`src/rtl/pwm_bridge_pkg.sv`:
```
package pwm_bridge_pkg;
  typedef enum logic [1:0] {
    CFG_SINGLE = 2'b00,
    CFG_FWD    = 2'b01,
    CFG_HALF   = 2'b10,
    CFG_REV    = 2'b11
  } bridge_cfg_e;

  localparam int unsigned CH_N = 4;
  localparam int unsigned CH_A = 0;
  localparam int unsigned CH_B = 1;
  localparam int unsigned CH_C = 2;
  localparam int unsigned CH_D = 3;
endpackage

```
`src/rtl/pwm_bridge_core.sv`:
```
module pwm_bridge_core #(
  parameter int unsigned CNT_W = 10
) (
  input  logic             clk_i,
  input  logic             rst_ni,
  input  logic             tick_i,
  input  logic [CNT_W-1:0] period_i,
  input  logic [CNT_W-1:0] duty_i,
  output logic             pwm_o,
  output logic             pstart_o
);
  logic [CNT_W-1:0] cnt_q, duty_q;
  logic             wrap;

  assign wrap     = (cnt_q >= period_i);
  assign pstart_o = tick_i & wrap;
  assign pwm_o    = (cnt_q < duty_q);

  always_ff @(posedge clk_i or negedge rst_ni) begin
    if (!rst_ni) begin
      cnt_q  <= '0;
      duty_q <= '0;
    end else if (tick_i) begin
      if (wrap) begin
        cnt_q  <= '0;
        duty_q <= duty_i;   // double-buffered duty
      end else begin
        cnt_q <= cnt_q + 1'b1;
      end
    end
  end

  assert_wrap_R2: assert property (@(posedge clk_i) disable iff (!rst_ni)
    (tick_i && wrap) |=> (cnt_q == '0));
  assert_duty_hold_R3: assert property (@(posedge clk_i) disable iff (!rst_ni)
    !pstart_o |=> $stable(duty_q));
endmodule

```
`src/rtl/pwm_bridge_deadband.sv`:
```
module pwm_bridge_deadband #(
  parameter int unsigned DB_W = 8
) (
  input  logic            clk_i,
  input  logic            rst_ni,
  input  logic            in_i,
  input  logic [DB_W-1:0] dead_i,
  output logic            out_o
);
  logic [DB_W-1:0] cnt_q;

  always_ff @(posedge clk_i or negedge rst_ni) begin
    if (!rst_ni) begin
      cnt_q <= '0;
      out_o <= 1'b0;
    end else if (!in_i) begin
      cnt_q <= '0;
      out_o <= 1'b0;
    end else if (cnt_q >= dead_i) begin
      out_o <= 1'b1;
    end else begin
      cnt_q <= cnt_q + 1'b1;
    end
  end

  assert_fall_fast_R6: assert property (@(posedge clk_i) disable iff (!rst_ni)
    !in_i |=> !out_o);
endmodule

```
`src/rtl/pwm_bridge_route.sv`:
```
module pwm_bridge_route
  import pwm_bridge_pkg::*;
(
  input  logic [1:0]      cfg_i,
  input  logic [1:0]      pol_i,
  input  logic            force_i,
  input  logic            raw_i,
  input  logic [1:0]      dly_i,
  output logic [CH_N-1:0] pin_o,
  output logic [CH_N-1:0] own_o
);
  logic [CH_N-1:0] act, lvl;

  always_comb begin
    act   = '0;
    own_o = '0;
    unique case (bridge_cfg_e'(cfg_i))
      CFG_SINGLE: begin
        own_o      = 4'b0001;
        act[CH_A]  = raw_i;
      end
      CFG_FWD: begin
        own_o      = 4'b1111;
        act[CH_A]  = 1'b1;
        act[CH_D]  = raw_i;
      end
      CFG_HALF: begin
        own_o      = 4'b0011;
        act[CH_A]  = dly_i[0];
        act[CH_B]  = dly_i[1];
      end
      CFG_REV: begin
        own_o      = 4'b1111;
        act[CH_B]  = raw_i;
        act[CH_C]  = 1'b1;
      end
      default: ;
    endcase
    if (force_i) act = '0;
  end

  generate
    for (genvar g = 0; g < CH_N; g++) begin : g_lvl
      // even channels (A, C) follow pol bit 1, odd (B, D) follow bit 0
      assign lvl[g] = (g % 2 == 0) ? pol_i[1] : pol_i[0];
    end
  endgenerate

  assign pin_o = (act ^ lvl) & own_o;
endmodule

```
`src/rtl/pwm_bridge_steer.sv`:
```
module pwm_bridge_steer
  import pwm_bridge_pkg::*;
#(
  parameter int unsigned CNT_W = 10,
  parameter int unsigned LO_W  = 2,
  parameter int unsigned DB_W  = 8
) (
  input  logic                  clk_i,
  input  logic                  rst_ni,
  input  logic                  tick_i,
  input  logic [CNT_W-1:0]      period_i,
  input  logic [CNT_W-LO_W-1:0] duty_hi_i,
  input  logic [LO_W-1:0]       duty_lo_i,
  input  logic [1:0]            cfg_i,
  input  logic [1:0]            pol_i,
  input  logic [DB_W-1:0]       dead_i,
  input  logic                  shutdown_i,
  output logic [CH_N-1:0]       pin_o,
  output logic [CH_N-1:0]       own_o
);
  logic            raw, pstart, sd_q, force_off;
  logic [1:0]      dly;
  logic [CH_N-1:0] pin_d, own_d;

  pwm_bridge_core #(.CNT_W(CNT_W)) u_core (
    .clk_i    (clk_i),
    .rst_ni   (rst_ni),
    .tick_i   (tick_i),
    .period_i (period_i),
    .duty_i   ({duty_hi_i, duty_lo_i}),
    .pwm_o    (raw),
    .pstart_o (pstart)
  );

  generate
    for (genvar g = 0; g < 2; g++) begin : g_db
      pwm_bridge_deadband #(.DB_W(DB_W)) u_db (
        .clk_i  (clk_i),
        .rst_ni (rst_ni),
        .in_i   ((g == 0) ? raw : ~raw),
        .dead_i (dead_i),
        .out_o  (dly[g])
      );
    end
  endgenerate

  // shutdown latches until released and the next period starts
  always_ff @(posedge clk_i or negedge rst_ni) begin
    if (!rst_ni)         sd_q <= 1'b0;
    else if (shutdown_i) sd_q <= 1'b1;
    else if (pstart)     sd_q <= 1'b0;
  end
  assign force_off = shutdown_i | sd_q;

  pwm_bridge_route u_route (
    .cfg_i   (cfg_i),
    .pol_i   (pol_i),
    .force_i (force_off),
    .raw_i   (raw),
    .dly_i   (dly),
    .pin_o   (pin_d),
    .own_o   (own_d)
  );

  always_ff @(posedge clk_i or negedge rst_ni) begin
    if (!rst_ni) begin
      pin_o <= '0;
      own_o <= '0;
    end else begin
      pin_o <= pin_d;
      own_o <= own_d;
    end
  end

  assert_no_overlap_R7: assert property (@(posedge clk_i) disable iff (!rst_ni)
    !(dly[0] && dly[1]));
  assert_sd_inactive_R10: assert property (@(posedge clk_i) disable iff (!rst_ni)
    shutdown_i |=> ((pin_o & own_o) ==
      ({$past(pol_i[0]), $past(pol_i[1]), $past(pol_i[0]), $past(pol_i[1])} & own_o)));
  assert_released_low_R12: assert property (@(posedge clk_i) disable iff (!rst_ni)
    (pin_o & ~own_o) == '0);
endmodule

```
`config.mk`:
```
export PLATFORM = sky130hd
export DESIGN_NAME = pwm_bridge_steer
export DESIGN_NICKNAME = d
export VERILOG_FILES = /design/src/rtl/pwm_bridge_pkg.sv /design/src/rtl/pwm_bridge_core.sv /design/src/rtl/pwm_bridge_deadband.sv /design/src/rtl/pwm_bridge_route.sv /design/src/rtl/pwm_bridge_steer.sv
export SDC_FILE = /design/constraint.sdc
export NUM_CORES = 1
export LEC_CHECK = 0
export BUFFER_PORTS_ARGS = -buffer_cell sky130_fd_sc_hd__clkbuf_2
export CAP_MARGIN = 30
export CORE_MARGIN = 2
export CORE_UTILIZATION = 50
export DETAILED_ROUTE_END_ITERATION = 8
export PLACE_DENSITY = 0.71
export SETUP_SLACK_MARGIN = 0.5
export SLEW_MARGIN = 20
export SYNTH_ARGS = -nofsm -noshare
export SYNTH_HDL_FRONTEND = slang
export SYNTH_SLANG_ARGS = --single-unit
```
`constraint.sdc`:
```
create_clock -name clk_i -period 2.7 [get_ports clk_i]
set_input_delay 0.54 -clock clk_i [delete_from_list [all_inputs] [get_ports clk_i]]
set_output_delay 0.54 -clock clk_i [all_outputs]
set_load 0.005 [all_outputs]
```
==> reports/summary.log <==
[outcome] run status finished, final reports clean
[layout] post-synthesis to final-layout area growth 18.1%
[synth] synthesized area divided by synthesized cell count 9.89 um2
[clock_tree] TritonCTS clock tree built
[drt] Detail Route Antenna Nets 0
[sta] worst-case headroom to the max-slew limit 56.3%
[die] floorplan core area 5850 um2
[sta] number of hold violations in the final report 0
[clock_tree] worst-skew pair later-pin latency 0.30 ns
[drt] number of design-rule violations left by the first detailed-router iteration 119
[clock_tree] # hold bufs at CTS 0
[setup_path] kind of critical path reg2reg
[pwr] power density of the placed cells 773 nW/um2
[clock_tree] clock-pin slew on the worst setup and hold paths 0.09 ns
[grt] first-pass GRT wire length 9740 um
[setup_path] depth of the worst register-to-register path 8
[synth] Post-synth EDFFs 0
[grt] antenna violations before repair 0
[place] gp weighted congestion 0.816
[synth] cell area after synthesis 3000 um2
[drt] DRC violation count after routing 0
[clock_tree] master cell of the clock root buffer clkbuf_8
[sta] highest clock frequency the design can meet 472 MHz
[layout] Filler Cells Inserted 495
[drt] count of TritonRoute iterations in the first routing pass 4
[place] Post-Place Setup Slack 0.203 ns
[die] standard-cell row count 28
[layout] cell area after layout 3540 um2
[clock_tree] Clock H-tree levels 2
[grt] via count of the first global-routing pass 2177
[synth] most instantiated flip-flop cell in the synthesis netlist dfrtp_1
[sta] period utilisation layout 78.4%
[synth] synthesized netlist cell count 303
[synth] syn nets 377
[setup_path] category of the worst setup path capture point flip-flop
[die] floorplan die area 6630 um2
[place] placed cell area 3340 um2
[setup_path] data required time of the critical path 2.89 ns
[drt] vias per cell 5.24
[die] height of the chip 81.4 um
[drt] Via Count 2254
[sta] Final Worst Setup Slack 0.582 ns
[clock_tree] maximum count of clock buffers along a single path 2
[setup_path] category of the worst setup path launch point flip-flop
[sta] number of pins exceeding their max-slew limit in the final report 0
[clock_tree] cts bufs inserted 5
[pwr] Pleak 1.75 nW
[clock_tree] number of sinks on the clock net 46
[setup_path] peak fanout along the critical path 7
[grt] maximum number of pins on one net before global-route repair 28
[drt] Wirelength per Cell 13.1 um
[die] number of top-level design ports 44
[setup_path] arrival time of data at the critical path endpoint 2.31 ns
[sta] total negative slack for setup checks 0 ns
[synth] number of storage elements in the synthesis netlist 46
[sta] slew at the pin closest to its max-slew limit 0.655 ns
[synth] synth warn 0
[place] count of input and output buffers 43
[hold_path] HP Class in2async
[sta] worst clock skew 0.00906 ns
[layout] diodes inserted 0
[grt] overall fraction of global-route tracks in use 19.0%
[synth] sequential area share after synthesis 38.4%
[sta] final worst hold slack 0.250 ns
[synth] distinct cell type count of the synthesized netlist 47
[die] DIE WIDTH 81.4 um
[synth] Post-synth ARST share 100%
[drt] post-detailed-routing wire length 5650 um
[job] number of violations of the max-capacitance limit 0
[layout] share of post-route cells with drive strength above 1 24.5%
[place] half-perimeter wire length of the detailed placement result 4400 um
[sta] final critical delay including setup and external delays 2.12 ns
[grt] grt total ovfl 0
[pwr] worst supply voltage drop on vdd 0.364 mV
[layout] net count reported at finish 428
[sta] Final setup violation count 0
[die] starting utilization of the core area 51.2%
[sta] setup repair after global routing missed its margin true
registers in the layout, indices dropped and copies added (netlist names):
signal / cells
g_db.u_db.out_o: 2
own_o: 3
u_core.duty_q: 10
sd_q: 1
u_core.cnt_q: 10
g_db.u_db.cnt_q: 16
pin_o: 4
metal layers:
| metal | up-vias | track usage (%) | share of wire, % |
|---|---|---|---|
| met5 | - | 0 | 0 |
| met4 | 0 | 7.12 | 1.9 |
| met3 | 8 | 3.41 | 3.1 |
| met2 | 37 | 32.5 | 49 |
| met1 | 1055 | 24.0 | 46 |
| li1 | 1154 | - | - |
final timing paths:
kind                                  startpoint                     to  slack [ns]
hold reg to reg                 u_core.duty_q[2]       u_core.duty_q[2]        0.49
hold / removal                            rst_ni       u_core.duty_q[3]        0.25
min in group clk_i                      cfg_i[0]               own_o[2]        0.44
max in group asynchronous                 rst_ni        u_core.cnt_q[4]        1.83
setup reg to reg           g_db[1].u_db.cnt_q[0]  g_db[1].u_db.cnt_q[5]        0.58
setup / recovery           g_db[1].u_db.cnt_q[0]  g_db[1].u_db.cnt_q[5]        0.58
cells in the mapped netlist (all sizes together), types with 2 or more instances:
master	count	share of area (%)
xnor2	12	3.5
a211o	3	0.88
a21oi	15	2.6
nor3	3	0.50
ha	38	16
clkbuf	5	0.63
nor4	2	0.42
nand4	7	1.5
o2bb2ai	2	0.58
and3	6	1.3
mux2i	4	1.3
mux2	10	4.4
nor2	32	4.0
a211oi	4	1.0
nand2	18	2.3
o21ai	12	2.1
a31oi	2	0.92
inv	35	4.4
a21o	2	0.50
a2111oi	5	2.9
nand2b	6	1.5
nand3	9	1.5
buf	3	0.79
dfrtp	46	38
xor2	8	2.3
and2	2	0.42
report_power, final:
group / total [mW] / switching [mW] / internal [mW]
Clock: 0.519 / 0.241 / 0.278
Sequential: 1.05 / 0.184 / 0.869
Combinational: 1.17 / 0.606 / 0.560
Total: 2.74 / 1.03 / 1.71
layout make-up:
type,count,area [um2],share of cell area [%]
Multi-Input combinational cell,214,1770,49.9
Sequential cell,46,1150,32.6
Timing Repair Buffer,52,283,7.99
Inverter,35,131,3.71
Tap cell,75,93.8,2.65
Clock buffer,5,68.8,1.94
Clock inverter,3,43.8,1.24
through the flow:
stage          util, %  instances  power (mW)
2_1_floorplan        -        303        1.86
3_3_place_gp      57.0        417        2.11
3_5_place_dp      57.0        417        2.17
4_1_cts           59.1        426        2.71
5_1_grt           60.5        430        2.98
6_report          60.5        430        2.74
cell usage in the layout, fill, tap and decap left out, drive strengths merged, types with 5 or more instances in the layout:
cell type and count:
a21oi 15, mux2 10, a2111oi 5, xnor2 12, xor2 8, and3 6
ha 38, o21ai 12, buf 9, nand2 18, nand3 9, nor2 32
dfrtp 46, nand4 7, inv 36, clkbuf 48, nand2b 6
cells by family after synthesis:
logic type	Yosys count	share of synthesized area, %
adder cells (fa/ha/maj)	38	15.9
AO/OA/AOI/OAI	53	14.2
AND/OR/NAND/NOR	88	14.1
other	1	0.125
multiplexers	14	5.72
flip-flops	46	38.4
XOR/XNOR	20	5.85
buffers and inverters	43	5.80
repair_timing:
item	4_1_cts	5_1_grt
buffers inserted	1	4
setup endpoints to repair	17	27
gates cloned	0	0
resized for setup	2	8
pin swaps	0	4
critical path, stage by stage (launching register included):
cell and delay [ns]:
dfrtp_1 0.39, inv_1 0.06, ha_1 0.27, nand2b_4 0.15
a2111oi_4 0.34, o21bai_4 0.17, a2111oi_2 0.42, xnor2_1 0.16
nor2_1 0.06
No activity file was read; power rests on OpenSTA's default activity.
